--- src/rtl/add4_exec_pkg.sv ---
package add4_exec_pkg;
   parameter int unsigned DEF_DATA_W  = 16;
   parameter int unsigned DEF_IDX_W   = 2;
   parameter int unsigned DEF_INSTR_W = 16;
   parameter int unsigned DEF_OPC_W   = 4;

   // source of the single register-file write port in a cycle
   typedef enum logic [1:0] {
      WSRC_NONE = 2'd0,
      WSRC_LOAD = 2'd1,
      WSRC_SUM  = 2'd2
   } wsrc_e;
endpackage

--- src/rtl/add4_exec_decode.sv ---
module add4_exec_decode #(
   parameter int unsigned OPC_W   = 4,
   parameter int unsigned IDX_W   = 2,
   parameter logic [OPC_W-1:0] ADD_OPC = 4'b0111,
   localparam int unsigned USED_W = OPC_W + 3 * IDX_W
) (
   input  logic              vld,
   input  logic [USED_W-1:0] fields,
   output logic              is_add,
   output logic [IDX_W-1:0]  dst,
   output logic [IDX_W-1:0]  src_a,
   output logic [IDX_W-1:0]  src_b
);
   logic [OPC_W-1:0] opc;

   // field order from the top: opcode, destination, source a, source b
   assign opc   = fields[USED_W-1 -: OPC_W];
   assign dst   = fields[3*IDX_W-1 -: IDX_W];
   assign src_a = fields[2*IDX_W-1 -: IDX_W];
   assign src_b = fields[IDX_W-1 -: IDX_W];

   assign is_add = vld && (opc == ADD_OPC);
endmodule

--- src/rtl/add4_exec_regfile.sv ---
module add4_exec_regfile #(
   parameter int unsigned DATA_W = 16,
   parameter int unsigned IDX_W  = 2,
   localparam int unsigned NREGS = 1 << IDX_W
) (
   input  logic              clk,
   input  logic              rst,
   input  logic              we,
   input  logic [IDX_W-1:0]  waddr,
   input  logic [DATA_W-1:0] wdata,
   input  logic [IDX_W-1:0]  ra_a,
   input  logic [IDX_W-1:0]  ra_b,
   input  logic [IDX_W-1:0]  ra_c,
   output logic [DATA_W-1:0] rd_a,
   output logic [DATA_W-1:0] rd_b,
   output logic [DATA_W-1:0] rd_c
);
   logic [DATA_W-1:0] regs [NREGS];

   for (genvar g = 0; g < NREGS; g++) begin : g_entry
      logic [DATA_W-1:0] q;
      always_ff @(posedge clk) begin
         if (rst)
            q <= '0;
         else if (we && (waddr == IDX_W'(g)))
            q <= wdata;
      end
      assign regs[g] = q;
   end

   // three independent asynchronous read ports
   assign rd_a = regs[ra_a];
   assign rd_b = regs[ra_b];
   assign rd_c = regs[ra_c];
endmodule

--- src/rtl/add4_exec.sv ---
module add4_exec
   import add4_exec_pkg::*;
#(
   parameter int unsigned DATA_W  = DEF_DATA_W,
   parameter int unsigned IDX_W   = DEF_IDX_W,
   parameter int unsigned INSTR_W = DEF_INSTR_W,
   parameter int unsigned OPC_W   = DEF_OPC_W,
   parameter logic [OPC_W-1:0] ADD_OPC = 4'b0111
) (
   input  logic               clk,
   input  logic               rst,
   input  logic               instr_vld,
   input  logic [INSTR_W-1:0] instr,
   input  logic               ld_en,
   input  logic [IDX_W-1:0]   ld_idx,
   input  logic [DATA_W-1:0]  ld_data,
   input  logic [IDX_W-1:0]   rd_idx,
   output logic [DATA_W-1:0]  rd_data
);
   localparam int unsigned USED_W = OPC_W + 3 * IDX_W;
   localparam int unsigned PAD_W  = INSTR_W - USED_W;

   // elaboration-time parameter checks
   if (USED_W > INSTR_W) begin : g_bad_layout
      $error("add4_exec: instruction fields exceed INSTR_W");
   end
   if (DATA_W < 1 || IDX_W < 1) begin : g_bad_size
      $error("add4_exec: DATA_W and IDX_W must be nonzero");
   end

   // pad bits are never decoded
   if (PAD_W > 0) begin : g_pad
      logic unused_pad;
      assign unused_pad = ^instr[PAD_W-1:0];
   end

   logic              is_add;
   logic [IDX_W-1:0]  dst, src_a, src_b;
   logic [DATA_W-1:0] opnd_a, opnd_b, sum;
   wsrc_e             wsrc;
   logic              we;
   logic [IDX_W-1:0]  waddr;
   logic [DATA_W-1:0] wdata;

   add4_exec_decode #(
      .OPC_W  (OPC_W),
      .IDX_W  (IDX_W),
      .ADD_OPC(ADD_OPC)
   ) u_dec (
      .vld   (instr_vld),
      .fields(instr[INSTR_W-1 -: USED_W]),
      .is_add(is_add),
      .dst   (dst),
      .src_a (src_a),
      .src_b (src_b)
   );

   // wraps modulo 2^DATA_W, carry dropped
   assign sum = opnd_a + opnd_b;

   always_comb begin
      if (ld_en)
         wsrc = WSRC_LOAD;
      else if (is_add)
         wsrc = WSRC_SUM;
      else
         wsrc = WSRC_NONE;
   end

   always_comb begin
      we    = (wsrc != WSRC_NONE);
      waddr = (wsrc == WSRC_LOAD) ? ld_idx  : dst;
      wdata = (wsrc == WSRC_LOAD) ? ld_data : sum;
   end

   add4_exec_regfile #(
      .DATA_W(DATA_W),
      .IDX_W (IDX_W)
   ) u_rf (
      .clk  (clk),
      .rst  (rst),
      .we   (we),
      .waddr(waddr),
      .wdata(wdata),
      .ra_a (src_a),
      .ra_b (src_b),
      .ra_c (rd_idx),
      .rd_a (opnd_a),
      .rd_b (opnd_b),
      .rd_c (rd_data)
   );
endmodule

--- config.mk ---
export PLATFORM = sky130hd
export DESIGN_NAME = add4_exec
export DESIGN_NICKNAME = d
export VERILOG_FILES = /design/src/rtl/add4_exec_pkg.sv /design/src/rtl/add4_exec_decode.sv /design/src/rtl/add4_exec_regfile.sv /design/src/rtl/add4_exec.sv
export SDC_FILE = /design/constraint.sdc
export NUM_CORES = 1
export LEC_CHECK = 0
export ABC_AREA = 1
export BUFFER_PORTS_ARGS = -buffer_cell sky130_fd_sc_hd__buf_2
export CAP_MARGIN = 20
export CORE_MARGIN = 2
export CORE_UTILIZATION = 64
export CTS_CLUSTER_SIZE = 30
export DETAILED_ROUTE_END_ITERATION = 16
export PLACE_DENSITY = 0.94
export SETUP_SLACK_MARGIN = 0.5
export SLEW_MARGIN = 20
export SYNTH_ARGS = -nofsm -noshare
export SYNTH_HDL_FRONTEND = slang
export SYNTH_SLANG_ARGS = --single-unit
--- constraint.sdc ---
create_clock -name clk -period 5.65 [get_ports clk]
set_input_delay 0.2825 -clock clk [delete_from_list [all_inputs] [get_ports clk]]
set_output_delay 0.2825 -clock clk [all_outputs]
set_load 0.02 [all_outputs]
* After elaboration in Yosys (flattened, before gate mapping)
Index checks and enable logic that the tools add are counted.
** Cells by class
- $add $sub $neg :: 1
- $lt $le $gt $ge :: 3
- Equal/unequal tests :: 5
- Multiplexer cells :: 13
- Bitwise operators :: 3
- Reduce and logical (&&, ||, !) cells :: 7
** Operator list (count)
- two-way mux 16 bit :: 7
- binary-select mux 16 bit (select 2 bit) :: 3
- adder 16 bit :: 1
- >= comparator 3 bit (second input constant) :: 3
- NOT 2 -> 3 bit :: 3
- two-way mux 2 bit :: 3
- logical AND 1 bit :: 5
- == test 2 x 1 -> 1 bit (second input constant) :: 2
- == test 2 bit (second input constant) :: 2
- == test 4 x 3 -> 1 bit (second input constant) :: 1
- zero test 2 bit :: 1
- nonzero test 2 bit :: 1
** Storage, ports and cells
- Register bits :: 64
- Input port bits :: 40
- Output and inout port bits :: 16
- Logic and storage cells :: 36

* Logic depth before layout (Yosys ltp)
- Word-level depth :: 8
- Gate-level depth with buffers :: 18
- Gate-level depth less buffers :: 16

* Modules after synthesis
Synthesis repeated with hierarchy kept, for this count alone.
** Unflattened totals
- Cells, all modules :: 926
- Area, all modules :: 5237.5 sq um
** By module, submodules not included
- add4_exec_regfile :: instances 1, cells each 686, area an instance 4066.4 sq um, sequential area each 1281.2 sq um
- add4_exec :: instances 1, cells each 230, area an instance 1102.3 sq um, sequential area each 0.0 sq um
- add4_exec_decode :: instances 1, cells each 10, area an instance 68.8 sq um, sequential area each 0.0 sq um

* Least setup slack after synthesis
No wires, ideal clock.
- Kind :: input-to-reg
- From :: input instr[8]
- To :: register u_rf.g_entry[1].q[7]
- Setup time :: 0.109 ns
- Data arrival time :: 2.436 ns
- Data required time :: 5.541 ns
- Setup slack :: 3.105 ns
- Stages on the path :: 16
- Buffers on the path :: 3
- Cells stage by stage :: clkbuf_1 inv_1 clkbuf_1 clkbuf_1 nor2_1 o22ai_1 ha_1 nand2_1 inv_1 a21oi_1 nand2_1 or2_2 nand3_1 nand3_1 nand2_1 inv_1
** Between the ends
- Cells in the longest elaborated chain, start to end :: 6
** RTL lines
- start, declared :: RTL line add4_exec.sv:13 : input logic [INSTR_W-1:0] instr,
- NOT 2 -> 3 bit (implied by the code) :: RTL line add4_exec_regfile.sv:32 : assign rd_a = regs[ra_a];
- binary-select mux 16 bit (select 2 bit) :: RTL line add4_exec_regfile.sv:32
- two-way mux 16 bit (implied by the code) (2 in series) :: RTL line add4_exec_regfile.sv:32
- adder 16 bit :: RTL line add4_exec.sv:59 : assign sum = opnd_a + opnd_b;
- two-way mux 16 bit :: RTL line add4_exec.sv:73 : wdata = (wsrc == WSRC_LOAD) ? ld_data : sum;
- end signal, assigned :: RTL line add4_exec_regfile.sv:26 : q <= wdata;
- end, declared :: RTL line add4_exec_regfile.sv:21 : logic [DATA_W-1:0] q;
Every way passes these cells. The select of a mux whose other input is x is not followed.
A chain may end at the register's enable or synchronous reset.

* Worst setup path after layout
- From :: input instr[6]
- To :: register u_rf.g_entry[0].q[5]
** Between the ends
- Cells in the longest elaborated chain, start to end :: 6
** RTL lines
- NOT 2 -> 3 bit (implied by the code) :: RTL line add4_exec_regfile.sv:33 : assign rd_b = regs[ra_b];
- binary-select mux 16 bit (select 2 bit) :: RTL line add4_exec_regfile.sv:33
- two-way mux 16 bit (implied by the code) (2 in series) :: RTL line add4_exec_regfile.sv:33
- adder 16 bit :: RTL line add4_exec.sv:59
- two-way mux 16 bit :: RTL line add4_exec.sv:73
- end signal, assigned :: RTL line add4_exec_regfile.sv:26
- end, declared :: RTL line add4_exec_regfile.sv:21
Every way passes these cells. The select of a mux whose other input is x is not followed.

==> qor.txt <==
Status -> completed
Filler Cell Count -> 669
Area contributors post-synth -> dfxtp_1 (26%), nor2_1 (15%), nand2_1 (14%)
Clock Latency Late Sink -> 0.35 ns
Final-report hold violation count -> 0
Initial antenna violation count -> 0
Avg Synthesized Cell Area -> 5.64 um2
Post-detail-place hpwl -> 9020 um
Total Routing Usage GR -> 34.3%
VDD IR max -> 0.000170 V
Yosys warns -> 0
FMAX -> 0.308 GHz
Critical-path top delay cell -> inv_1
Synth Area in Compound Gates -> 18.9%
Number of flip-flops under the largest register name -> 64
Post-synthesis sequential area ratio -> 25.5%
Pwr dens -> 237 mW/mm2
WHS Path Cells -> 5
Clock-pin slew on the worst setup and hold paths -> 0.07 ns
Leak Pwr -> 2.79 nW
Share of cells above drive strength 1 -> 8.69%
DRT iter0 DRCs -> 729
Reg area -> 0.00128 mm2
Fin crit period -> 3.25 ns
Least-Margin Pin Slew -> 1.03 ns
Startpoint types -> input port
Critical path fanouts, max -> 34
Mapped Cells -> 890
CORE AREA -> 0.00765 mm2
Setup TNS -> 0 ns
Primary FF master, synth -> dfxtp_1
Post-CTS Setup Inserts -> 0
Largest family of logic cells by synthesized area -> simple AND/OR/NAND/NOR gates
WS Path Type -> in -> reg
Arr. time, crit path -> 3.50 ns
Ant. Diodes -> 0
Die footprint -> 0.00857 mm2
Remaining DRCs -> 0
Top Registers -> u_rf.g_entry.q (64)
Standard-cell rows -> 32
Number of flops mapped to enable cells by yosys -> 0
Nets@finish -> 963
Worst path max stage delay -> 0.65 ns
WHS Endpoint -> u_rf.g_entry[0].q[9]$_SDFFE_PP0P_
Largest net degree at the start of global routing -> 61
Multi-input gate area -> 0.00311 mm2
Vias in the first global route -> 5167
Vias post-DR -> 5860
Hold Path Class -> in -> reg
Largest area contributor in the synthesized netlist -> dfxtp_1
Worst reg2reg endpoint -> u_rf.g_entry[1].q[14]$_SDFFE_PP0P_
PortBufs -> 49
Max cap viols -> 0
Synthesized area -> 0.00502 mm2
Worst reg-to-reg path cell count -> 15
Vias/cell -> 5.80
Final setup fails -> 0
Async SR Flop Fraction -> 0%
Hold Buf Count CTS -> 0
Slew Limit Headroom -> 31.2%
Syn Nets -> 946
Die Y -> 92.6 um
Synthesis-to-finish area growth -> 7.10%
Cells along the critical path -> buf_2, inv_1, o21ai_0, o22ai_1, ha_1, or2_2, nand3b_1, nand2_1, or2_2, nand3_1, nand3_1, nand2_1, inv_1
Routability cong. -> 0.966
Antenna Nets Post-Route -> 0
FF-to-FF setup slack -> 3.20 ns
# clock sinks -> 64
Worst Clk Skew -> 0.00928 ns
Hold path startpoint -> ld_data[9]
Global-route wire length before repair -> 24000 um
Simple-gate portion of the synthesized area -> 38.5%
Netlist cell types -> 28
TritonCTS Buffers -> 9
RSZ-0062 raised after global routing -> false
# resized after CTS -> 0
TritonCTS clock tree -> done
Pwr Total -> 1.27 mW
CP endpoint kind -> flop
Deepest clock path buffer count -> 2
Xor/xnor cell area share of the yosys netlist -> 0.349%
Crit path required time -> 5.90 ns
Slew Limit Fails -> 0
Htree depth -> 3
Biggest register -> u_rf.g_entry.q
Gr ovfl total -> 0
Starting Density -> 65.7%
WL final -> 14400 um
Final Cycle Share -> 57.5%
Yosys top cell area share -> 25.5%
I/O pins -> 56
Drt first pass iters -> 6
Avg WL per Cell -> 14.2 um
Post-layout util -> 70.3%
Synth Register Bits -> 64
RR Startpoint -> u_rf.g_entry[3].q[0]$_SDFFE_PP0P_
Adder and majority gate portion of the synthesized area -> 4.14%
Root Buffer -> clkbuf_8
Post-synthesis mux area share -> 0%
Die W -> 92.6 um
through the flow:
step,hold slack [ns],instance area (um2),setup slack (ns),cells
detailed placement,0.475,5200,2.15,998
global placement,0.471,5200,2.21,998
finish,0.299,5380,2.40,1011
floorplan,0.456,5020,3.10,890
CTS,0.291,5380,2.48,1011
global route,0.335,5380,2.15,1011
worst max-delay path by stage:
| stage | start | end | slack, ns | cells past startpoint |
|---|---|---|---|---|
| after detailed placement | instr[6] | u_rf.g_entry[0].q[5]$_SDFFE_PP0P_ | 2.15 | 13 |
| after global placement | instr[6] | u_rf.g_entry[0].q[5]$_SDFFE_PP0P_ | 2.21 | 13 |
| after CTS | instr[6] | u_rf.g_entry[0].q[5]$_SDFFE_PP0P_ | 2.48 | 13 |
| after floorplan | instr[8] | u_rf.g_entry[1].q[7]$_SDFFE_PP0P_ | 3.10 | 16 |
| after global routing | instr[8] | u_rf.g_entry[0].q[5]$_SDFFE_PP0P_ | 2.15 | 13 |
| final | instr[6] | u_rf.g_entry[0].q[5]$_SDFFE_PP0P_ | 2.40 | 13 |
synth_stat cells (5+ instances only):
master,number
or2_2,5
clkbuf_1,30
buf_1,5
nand2_1,191
o21ai_0,101
ha_1,15
buf_2,5
a21oi_1,25
nand3_1,70
buf_6,5
inv_1,106
o22ai_1,44
dfxtp_1,64
nor2_1,197
cells by family (layout without fill, tap and decap cells):
group	count (synthesis)	in the layout
fa+ha+maj	16	16
flops	64	64
compound gates	175	175
simple gates	478	478
xor+xnor	2	2
buf+inv	155	174
cell usage in the layout, fill, tap and decap left out, drive strengths merged, types with 7 or more instances in the layout:
master  netlist  layout
inv         108     108
nor2        200     200
nand3        70      70
o22ai        44      44
a21oi        25      25
nand2       191     191
clkbuf       30      13
or2           7       7
o21ai       103     103
dfxtp        64      64
buf          17      53
ha           15      15
power breakdown:
part / internal [mW] / switching (mW) / leakage [nW] / total (mW)
sequential: 0.480 / 0.0293 / 0.523 / 0.510
clock: 0.200 / 0.170 / 0.0935 / 0.371
combinational: 0.135 / 0.259 / 2.17 / 0.395
total: 0.816 / 0.459 / 2.79 / 1.27
final cells by class:
type                       instances  share of cell area [%]
clock buffer                      13                    3.33
multi-input combinational        671                    57.8
sequential                        64                    23.8
tap                              102                    2.37
inverter                         108                    7.54
timing repair buffer              53                    5.12
layer usage:
metal  vias to the layer above  share of wire, %  track usage, %
met5                         -                 0               0
met4                         0               2.3            13.1
met3                        43                11            6.67
met2                       372                46            56.3
met1                      2559                41            44.7
li1                       2886                 -               -
worst max-delay path, delay by kind of cell:
kind / cells / cell delay [ns]
buf+inv: 3 / 1.18
compound gates: 2 / 0.47
fa+ha+maj: 1 / 0.35
simple gates: 7 / 1.21
No activity file was read; power rests on OpenSTA's default activity.
